### src/rtl/mlx_pkg.sv
package mlx_pkg;
  localparam int unsigned N_MST   = 4;
  localparam int unsigned N_SLV   = 8;
  localparam int unsigned ADDR_W  = 16;
  localparam int unsigned DATA_W  = 32;
  localparam int unsigned BURST_W = 4;
endpackage

### src/rtl/mlx_decode.sv
module mlx_decode #(
  parameter int unsigned AW = 16,
  parameter int unsigned NS = 8,
  localparam int unsigned RW = $clog2(NS) + 1
) (
  input  logic [AW-1:0] addr,
  input  logic [NS-1:0] allow,
  output logic [NS-1:0] hit,
  output logic          bad
);
  logic [RW-1:0] region;

  assign region = addr[AW-1 -: RW];

  for (genvar s = 0; s < NS; s++) begin : g_hit
    assign hit[s] = (region == RW'(s)) && allow[s];
  end

  assign bad = ~|hit;

  // unmapped regions never reach a target
  always_comb begin
    if (region >= RW'(NS)) begin
      a_unmapped_r1: assert (hit == '0);
    end
  end
endmodule

### src/rtl/mlx_arbiter.sv
module mlx_arbiter #(
  parameter int unsigned NM = 4,
  parameter int unsigned BW = 4,
  localparam int unsigned MIW = $clog2(NM)
) (
  input  logic           clk,
  input  logic           rst_n,
  input  logic [NM-1:0]  req,
  input  logic           ready,
  input  logic           cfg_we,
  input  logic [MIW-1:0] cfg_pref,
  input  logic [BW-1:0]  cfg_burst,
  output logic           gnt_v,
  output logic [MIW-1:0] gnt_id
);
  logic [MIW-1:0] rr_q, rr_d, pref_q, pref_d, lid_q, pp_q, pp_d;
  logic [BW-1:0]  run_q, run_d, burst_q, burst_d, pb_q, pb_d;
  logic           lock_q, lock_d, pv_q, pv_d;
  logic           burst_en, oth_f, done;
  logic [MIW-1:0] oth_id;

  assign burst_en = burst_q > BW'(1);

  always_comb begin
    oth_f  = 1'b0;
    oth_id = '0;
    for (int k = 1; k <= NM; k++) begin
      int unsigned idx;
      idx = (int'(rr_q) + k) % NM;
      if (!oth_f && req[idx] && !(burst_en && (MIW'(idx) == pref_q))) begin
        oth_f  = 1'b1;
        oth_id = MIW'(idx);
      end
    end
  end

  always_comb begin
    if (lock_q) begin
      gnt_id = lid_q;
      gnt_v  = req[lid_q];
    end else if (burst_en && req[pref_q] && ((run_q < burst_q) || !oth_f)) begin
      gnt_id = pref_q;
      gnt_v  = 1'b1;
    end else begin
      gnt_id = oth_id;
      gnt_v  = oth_f;
    end
  end

  assign done   = gnt_v && ready;
  assign lock_d = gnt_v && !ready;

  always_comb begin
    rr_d    = rr_q;
    run_d   = run_q;
    burst_d = burst_q;
    pref_d  = pref_q;
    if (done) begin
      if (burst_en && (gnt_id == pref_q)) begin
        run_d = (run_q == '1) ? run_q : run_q + BW'(1);
      end else begin
        run_d = '0;
        rr_d  = gnt_id;
      end
    end
    pv_d = cfg_we ? 1'b1      : pv_q;
    pp_d = cfg_we ? cfg_pref  : pp_q;
    pb_d = cfg_we ? cfg_burst : pb_q;
    if (pv_d && !lock_d) begin
      burst_d = pb_d;
      pref_d  = pp_d;
      run_d   = '0;
      pv_d    = 1'b0;
    end
  end

  always_ff @(posedge clk or negedge rst_n) begin
    if (!rst_n) begin
      rr_q    <= MIW'(NM - 1);
      run_q   <= '0;
      burst_q <= '0;
      pref_q  <= '0;
      lock_q  <= 1'b0;
      lid_q   <= '0;
      pv_q    <= 1'b0;
      pp_q    <= '0;
      pb_q    <= '0;
    end else begin
      rr_q    <= rr_d;
      run_q   <= run_d;
      burst_q <= burst_d;
      pref_q  <= pref_d;
      lock_q  <= lock_d;
      lid_q   <= gnt_id;
      pv_q    <= pv_d;
      pp_q    <= pp_d;
      pb_q    <= pb_d;
    end
  end

  p_hold_stall_r6: assert property (@(posedge clk) disable iff (!rst_n)
    (gnt_v && !ready) |=> (gnt_id == $past(gnt_id)));

  p_cfg_boundary_r9: assert property (@(posedge clk) disable iff (!rst_n)
    ((burst_q != $past(burst_q)) || (pref_q != $past(pref_q))) |-> !lock_q);
endmodule

### src/rtl/mlx_matrix.sv
module mlx_matrix
  import mlx_pkg::*;
#(
  parameter int unsigned NM = N_MST,
  parameter int unsigned NS = N_SLV,
  parameter int unsigned AW = ADDR_W,
  parameter int unsigned DW = DATA_W,
  parameter int unsigned BW = BURST_W,
  localparam int unsigned MIW = $clog2(NM),
  localparam int unsigned SIW = $clog2(NS)
) (
  input  logic              clk,
  input  logic              rst_n,
  input  logic [NM-1:0]     m_req,
  input  logic [NM*AW-1:0]  m_addr,
  input  logic [NM-1:0]     m_wr,
  input  logic [NM*DW-1:0]  m_wdata,
  output logic [NM-1:0]     m_ready,
  output logic [NM-1:0]     m_err,
  output logic [NM*DW-1:0]  m_rdata,
  output logic [NS-1:0]     s_sel,
  output logic [NS*MIW-1:0] s_mid,
  output logic [NS*AW-1:0]  s_addr,
  output logic [NS-1:0]     s_wr,
  output logic [NS*DW-1:0]  s_wdata,
  input  logic [NS-1:0]     s_ready,
  input  logic [NS*DW-1:0]  s_rdata,
  input  logic              perm_we,
  input  logic [MIW-1:0]    perm_master,
  input  logic [NS-1:0]     perm_mask,
  input  logic              cfg_we,
  input  logic [SIW-1:0]    cfg_slave,
  input  logic [MIW-1:0]    cfg_pref,
  input  logic [BW-1:0]     cfg_burst
);
  logic [NS-1:0]  mask_q [NM];
  logic [NS-1:0]  mask_d [NM];
  logic [NS-1:0]  hit    [NM];
  logic [NM-1:0]  bad;
  logic [NM-1:0]  sreq   [NS];
  logic [NS-1:0]  gv;
  logic [MIW-1:0] gid    [NS];
  logic [NM-1:0]  owns;

  always_comb begin
    for (int m = 0; m < NM; m++) begin
      mask_d[m] = mask_q[m];
      if (perm_we && (perm_master == MIW'(m))) mask_d[m] = perm_mask;
    end
  end

  always_ff @(posedge clk or negedge rst_n) begin
    if (!rst_n) begin
      for (int m = 0; m < NM; m++) mask_q[m] <= '1;
    end else begin
      for (int m = 0; m < NM; m++) mask_q[m] <= mask_d[m];
    end
  end

  for (genvar m = 0; m < NM; m++) begin : g_mst
    mlx_decode #(.AW(AW), .NS(NS)) u_dec (
      .addr  (m_addr[m*AW +: AW]),
      .allow (mask_q[m]),
      .hit   (hit[m]),
      .bad   (bad[m])
    );
  end

  for (genvar s = 0; s < NS; s++) begin : g_slv
    always_comb begin
      for (int m = 0; m < NM; m++) sreq[s][m] = m_req[m] && hit[m][s];
    end

    mlx_arbiter #(.NM(NM), .BW(BW)) u_arb (
      .clk       (clk),
      .rst_n     (rst_n),
      .req       (sreq[s]),
      .ready     (s_ready[s]),
      .cfg_we    (cfg_we && (cfg_slave == SIW'(s))),
      .cfg_pref  (cfg_pref),
      .cfg_burst (cfg_burst),
      .gnt_v     (gv[s]),
      .gnt_id    (gid[s])
    );

    assign s_sel[s]                = gv[s];
    assign s_mid[s*MIW +: MIW]     = gid[s];
    assign s_addr[s*AW +: AW]      = m_addr[gid[s]*AW +: AW];
    assign s_wr[s]                 = m_wr[gid[s]];
    assign s_wdata[s*DW +: DW]     = m_wdata[gid[s]*DW +: DW];

    p_mid_requests_r3: assert property (@(posedge clk) disable iff (!rst_n)
      s_sel[s] |-> (m_req[s_mid[s*MIW +: MIW]] &&
                    (m_addr[s_mid[s*MIW +: MIW]*AW + AW - SIW - 1 +: SIW + 1] == (SIW+1)'(s))));
  end

  always_comb begin
    for (int m = 0; m < NM; m++) begin
      m_err[m]            = m_req[m] && bad[m];
      m_ready[m]          = m_err[m];
      m_rdata[m*DW +: DW] = '0;
      owns[m]             = 1'b0;
      for (int s = 0; s < NS; s++) begin
        if (hit[m][s]) m_rdata[m*DW +: DW] = s_rdata[s*DW +: DW];
        if (gv[s] && (gid[s] == MIW'(m))) begin
          owns[m] = 1'b1;
          if (s_ready[s]) m_ready[m] = 1'b1;
        end
      end
    end
  end

  for (genvar m = 0; m < NM; m++) begin : g_chk
    p_err_no_grant_r7: assert property (@(posedge clk) disable iff (!rst_n)
      m_err[m] |-> (m_ready[m] && !owns[m]));
  end
endmodule

### config.mk
export PLATFORM = sky130hd
export DESIGN_NAME = mlx_matrix
export DESIGN_NICKNAME = d
export VERILOG_FILES = /design/src/rtl/mlx_pkg.sv /design/src/rtl/mlx_decode.sv /design/src/rtl/mlx_arbiter.sv /design/src/rtl/mlx_matrix.sv
export SDC_FILE = /design/constraint.sdc
export NUM_CORES = 2
export LEC_CHECK = 0
export BUFFER_PORTS_ARGS = -buffer_cell sky130_fd_sc_hd__buf_2
export CAP_MARGIN = 20
export CORE_AREA = 2 2 404 406
export CTS_BUF_LIST = sky130_fd_sc_hd__clkbuf_4
export DETAILED_ROUTE_END_ITERATION = 6
export DIE_AREA = 0 0 406 408
export HOLD_SLACK_MARGIN = 0.02
export SYNTH_ARGS = -nofsm -noshare
export SYNTH_HDL_FRONTEND = slang
export SYNTH_HIERARCHICAL = 1
export SYNTH_SLANG_ARGS = --single-unit
### constraint.sdc
create_clock -name clk -period 5 [get_ports clk]
set_input_delay 0.5 -clock clk [delete_from_list [all_inputs] [get_ports clk]]
set_output_delay 0.5 -clock clk [all_outputs]
set_load 0.02 [all_outputs]
## Yosys cells after proc, flatten, opt, wreduce, memory -nomap -nowiden

Cells that the tools add are included.

| word-level totals | value |
|---|---|
| flip-flop bits (word level) | 208 |
| bits of input ports | 487 |
| word-level logic and storage cells | 1080 |
| output and inout bits | 552 |

| cells by class | value |
|---|---|
| eq/ne operators | 118 |
| magnitude comparators | 72 |
| add/subtract/negate cells | 40 |
| bitwise operators | 8 |
| shift-type cells | 16 |
| reduce and logical (&&, ||, !) cells | 382 |
| muxes and demuxes | 368 |

Operators with widths:

| operator | count |
|---|---|
| $mux W32 | 32 |
| $shiftx A128 B8 Y32 | 8 |
| $shiftx A64 B7 Y16 | 8 |
| $logic_and A1 B1 Y1 | 248 |
| $mux W1 | 184 |
| $lt A2 B3 Y1 const B | 56 |
| $mux W4 | 40 |
| $bmux W1 S2 | 56 |
| $mux W2 | 56 |
| $logic_not A1 Y1 | 84 |
| $eq A2 B2 Y1 | 40 |
| $eq A4 B3 Y1 const B | 16 |
| $eq A2 B2 Y1 const B | 18 |
| $add A2 B1 Y2 const B | 16 |
| $add A2 B2 Y2 const B | 16 |
| $add A4 B1 Y4 const B | 8 |
| $eq A4 B2 Y1 const B | 8 |
| $eq A4 B4 Y1 const B | 8 |
| $gt A4 B1 Y1 const B | 8 |
| $lt A4 B4 Y1 | 8 |
| $reduce_and A2 Y1 | 16 |
| $reduce_or A8 Y1 | 4 |
| $ne A3 B3 Y1 const B | 8 |
| $eq A2 B1 Y1 const B | 9 |
| 10 further kinds | 49 |

## Logic depth before layout (Yosys ltp)

| logic depth | value |
|---|---|
| depth in word-level cells | 41 |
| depth in mapped cells | 21 |
| gate-level depth less buffers | 15 |

## Cells and area by module

Netlist, hierarchy kept.

Modules (own cells, without submodules):

| module | seq. area each (um^2) | cells an instance | instances | area each (um^2) |
|---|---|---|---|---|
| mlx_matrix | 840.8 | 2128 | 1 | 21872.2 |
| mlx_arbiter at g_slv[1].u_arb ... | 553.0 | 187 | 7 | 1814.2 |
| mlx_arbiter at g_slv[0].u_arb | 553.0 | 182 | 1 | 1761.7 |
| mlx_decode | 0.0 | 25 | 4 | 163.9 |

## Worst setup path after synthesis

No wires, ideal clock.

| path | value |
|---|---|
| path kind | input to output |
| start | in m_addr[63] |
| end | out s_addr[32] |
| slack | -0.312 ns |
| cell stages on the path | 17 |
| arrival | 4.812 ns |
| cells stage by stage | or3b_4 -> nor3b_2 -> clkbuf_1 -> buf_2 -> and2_1 -> buf_2 -> mux2i_1 -> a221o_1 -> o211a_1 -> o211ai_2 -> nor2_1 -> nor2_1 -> a21oi_1 -> o21ai_0 -> buf_2 -> buf_2 -> mux4_2 |

RTL lines:

| what | line | source |
|---|---|---|
| start: declaration | mlx_matrix.sv:15 | `input logic [NM*AW-1:0] m_addr,` |
| end: declaration | mlx_matrix.sv:23 | `output logic [NS*AW-1:0] s_addr,` |

==> parameters.txt <==
Parameter                              Value

Pwr
  Leakage ... 18.6 nW
  Switching portion of total power ... 49.9%
  Register share of total power ... 18.4%
  Clock Power Share ... 12.4%
  P_int ... 6.67 mW
  Power spent charging and discharging nets ... 6.64 mW
  Combinational group share of total power ... 69.2%
  Maximum vdd drop ... 0.152 mV
  Power per Cell Area ... 271 nW/µm²
  Total power after layout ... 13.3 mW

Cells and area
  Share of the core filled with cells ... 30.4%
  Post-Layout Cell Count ... 7087
  Most frequent standard cell in the layout excluding fill and tap cells ... sky130_fd_sc_hd__buf_2
  Number of nets in the finished design ... 5303
  Layout fillers ... 16900
  Syn-to-layout area delta ... 32.9%
  Most used cells in the layout excluding fill and tap cells ... sky130_fd_sc_hd__buf_2 (970), sky130_fd_sc_hd__mux4_2 (418), sky130_fd_sc_hd__nand2_1 (346)
  Share of cells above drive strength 1 ... 54.6%

GRT
  Number of global-route vias before repair ... 40500
  Global route total overflow ... 0
  Initial antenna violation count ... 138
  Maximum number of pins on one net before global-route repair ... 118
  Global-route wire length before repair ... 318 mm
  All-Layer GR Usage ... 26.6%

Placed design
  Buffers added on ports ... 1038
  Total placed cells including tap cells ... 6768
  HPWL after detailed placement ... 171 mm
  Final RePlAce weighted congestion ... 1.04

Critical path
  Cells along the critical path ... buf_2 -> buf_4 -> or3b_4 -> nor3b_4 -> and2_2 -> mux4_2 -> o31ai_1 -> o221ai_1 -> o211ai_1 -> nor2_1 -> a21oi_2 -> o21ai_4 -> buf_12 -> clkbuf_16 -> buf_4 -> mux4_2 -> buf_2
  Critical path peak fanout ... 13
  Number of stages on the worst setup path ... 17
  Data arrival at the endpoint of the critical path ... 4.54 ns
  CP max-delay cell ... sky130_fd_sc_hd__mux4_2
  Required time of the worst setup path ... 4.50 ns
  Sort of element at the start of the critical path ... input port
  Delay of the slowest cell on the worst path ... 0.61 ns
  Critical setup path kind ... input port to output port
  Number of cells traversed by the worst register-to-register path ... 10
  Sort of element at the end of the critical path ... output port
  Cell family contributing the most delay on the critical path ... simple AND/OR/NAND/NOR gates
  CP bufs+invs ... 6

Clock tree
  Clock transition at the register clock pins on the worst setup and hold paths after CTS ... 0.06 ns
  Maximum level of the CTS H-tree ... 2
  Clock latency at the later pin of the worst-skew pair ... 0.82 ns
  Clock tree from TritonCTS ... done
  Clock tree root buffer cell ... sky130_fd_sc_hd__clkbuf_4
  CTS Buffer Depth ... 3
  TritonCTS sink count ... 208
  Number of buffers created by CTS ... 56

Routing
  DRC violation total after the first TritonRoute iteration ... 6324
  Via total after detailed routing ... 43900
  Drc violations ... 25
  First-pass DRT Iterations ... 7
  Final Routed Wirelength ... 239 mm
  DR WL/cell ... 33.7 µm
  Mean number of vias per cell ... 6.19
  Residual antenna-violating net count after detailed routing ... 0

Floorplan
  Chip Height ... 408 µm
  DIE WIDTH ... 406 µm
  Placement row count ... 148
  Number of placed I/O pins ... 1039
  Core area ... 162000 µm²
  Initial Utilization ... 22.9%
  Die Area ... 166000 µm²

STA
  Finish-stage setup viols ... 4
  Period minus WS final ... 5.04 ns
  Max transition margin ... 23.9%
  Final worst hold slack ... 0.0964 ns
  Fmax ... 198 MHz
  Hold Vio Cnt, Final ... 0
  Final period util ... 101%
  Transition time at the pin with the least slew margin ... 1.14 ns
  Max Slew Vio Count ... 0
  RSZ-0062 raised after global routing ... true
  Worst clock skew ... 0.127 ns
  Crit path setup slack, layout ... -0.0446 ns

Run status
  Result of the run ... finished, violations left
  Violated checks ... DRC, setup timing

Logic synthesis
  Yosys warns ... 6
  Part of the Yosys area used for sequential elements ... 14.2%
  #FFs+latches synth ... 208
  Unique cell type count in the Yosys netlist ... 89
  Number of enable-type register cells in the synthesized netlist ... 0
  Synthesized area per cell ... 9.95 µm²
  Number of nets in the synthesized netlist ... 4238
  Post-synth design cell area ... 37000 µm²
  Post-synthesis async set-or-reset flop share ... 100%
  Primary FF master, synth ... sky130_fd_sc_hd__dfrtp_1
  Cell count after synthesis ... 3719

Hold path
  Number of cells on the worst hold path ... 2
  Path class of the lowest-slack min-delay path ... input port to register

Run
  Number of maximum-capacitance violations ... 0
[cell usage after synthesis, drive strengths merged, types with 16 or more instances]
cell / number / area, µm²
a211oi: 28 / 333
a21oi: 220 / 1100
a221o: 104 / 1040
a221oi: 238 / 3220
a22oi: 33 / 253
and2: 45 / 282
buf: 221 / 1470
clkbuf: 199 / 747
dfrtp: 160 / 4000
dfstp: 48 / 1260
ha: 32 / 400
inv: 135 / 507
mux2: 129 / 1480
mux2i: 73 / 731
mux4: 423 / 9550
nand2: 350 / 1320
nand2b: 126 / 788
nand3: 49 / 245
nand3b: 22 / 165
nand4: 22 / 138
nor2: 125 / 494
nor2b: 125 / 782
nor3: 56 / 315
o211ai: 30 / 295
o21ai: 221 / 1110
o221a: 47 / 529
o221ai: 39 / 342
o22ai: 41 / 282
o311ai: 16 / 140
o31ai: 109 / 1270
or2: 25 / 156
or3: 34 / 268
xor2: 23 / 307
[power groups by stage]
stage               Clock (mW)  Combinational, mW  Sequential [mW]
floorplan                    0               5.27             2.22
finish                    1.65               9.21             2.45
global route              1.79               9.53             2.50
CTS                       1.70               8.43             2.42
detailed placement           0               8.09             2.47
global placement             0               8.06             2.46
[layer usage]
layer | vias up | share of wire (%) | global-route usage [%]
li1 | 17300 | - | -
met3 | 949 | 13 | 9.72
met4 | 72 | 6.3 | 13.9
met5 | - | 0.38 | 0.526
met2 | 3783 | 42 | 38.5
met1 | 21800 | 39 | 34.2
[what timing repair did]
action | CTS | global route
cloned | 6 | 18
resized for setup | 104 | 246
hold buffers | 9 | 0
endpoints found under the setup margin | 276 | 361
pin swaps | 14 | 39
setup buffers | 43 | 65
endpoints found under the hold margin | 94 | 0
[worst reg2reg max path, cell delays in order, from the launching register on]
cell and delay [ns]:
sky130_fd_sc_hd__dfrtp_1 0.57, sky130_fd_sc_hd__buf_4 0.27, sky130_fd_sc_hd__mux4_2 0.52, sky130_fd_sc_hd__and2_1 0.20, sky130_fd_sc_hd__buf_4 0.15, sky130_fd_sc_hd__nor3_1 0.16, sky130_fd_sc_hd__a21oi_1 0.23, sky130_fd_sc_hd__buf_4 0.29
sky130_fd_sc_hd__nor2b_1 0.19, sky130_fd_sc_hd__nor2_1 0.74, sky130_fd_sc_hd__mux2_2 0.44
[cell type report]
type / instances / area (µm²) / area share, %
Tap cell: 2175 / 2720 / 5.54
Clock inverter: 11 / 51.3 / 0.104
Timing Repair Buffer: 1427 / 9780 / 19.9
Inverter: 135 / 507 / 1.03
Clock buffer: 93 / 698 / 1.42
Multi-Input combinational cell: 2956 / 29900 / 60.8
Sequential cell: 208 / 5320 / 10.8
Antenna cell: 82 / 205 / 0.417
[cells by family after synthesis]
group | share of synthesized area [%]
flip-flops | 14.2
multiplexers | 31.8
adder cells (fa/ha/maj) | 1.08
AND/OR/NAND/NOR | 14.5
AO/OA/AOI/OAI | 29.7
XOR/XNOR | 1.28
buffers and inverters | 7.37
[state kept, by name, indices dropped and copies added (netlist names), 16 cells and up]
name	flops
g_slv.u_arb/burst_q	32
g_slv.u_arb/lid_q	16
g_slv.u_arb/pb_q	32
g_slv.u_arb/pp_q	16
g_slv.u_arb/pref_q	16
g_slv.u_arb/rr_q	16
g_slv.u_arb/run_q	32
mask_q	32
[final timing paths]
| kind | from | to | slack [ns] |
|---|---|---|---|
| max reg2reg | g_slv[0].u_arb/pref_q[1]$_DFFE_PN0N_ | g_slv[0].u_arb/pref_q[1]$_DFFE_PN0N_ | 1.11 |
| min in group asynchronous | rst_n | g_slv[7].u_arb/run_q[2]$_DFFE_PN0P_ | 0.43 |
| max | m_addr[45] | s_wdata[74] | -0.04 |
| max in group asynchronous | rst_n | g_slv[5].u_arb/lid_q[1]$_DFF_PN0_ | 3.34 |
| min | perm_mask[4] | mask_q[28]$_DFFE_PN1P_ | 0.1 |
| min reg2reg | g_slv[7].u_arb/pb_q[0]$_DFF_PN0_ | g_slv[7].u_arb/pb_q[0]$_DFF_PN0_ | 0.49 |
[stage by stage]
step                      setup WS, ns  cell area, µm²  setup TNS [ns]
after floorplan                 0.0174           37000               0
after global placement          -0.225           45400          -0.427
after detailed placement        -0.292           45400          -0.519
after CTS                     -0.00982           47200         -0.0286
after global routing            -0.154           49100           -5.91
final                          -0.0446           49200         -0.0780
No activity file was read; power rests on OpenSTA's default activity.
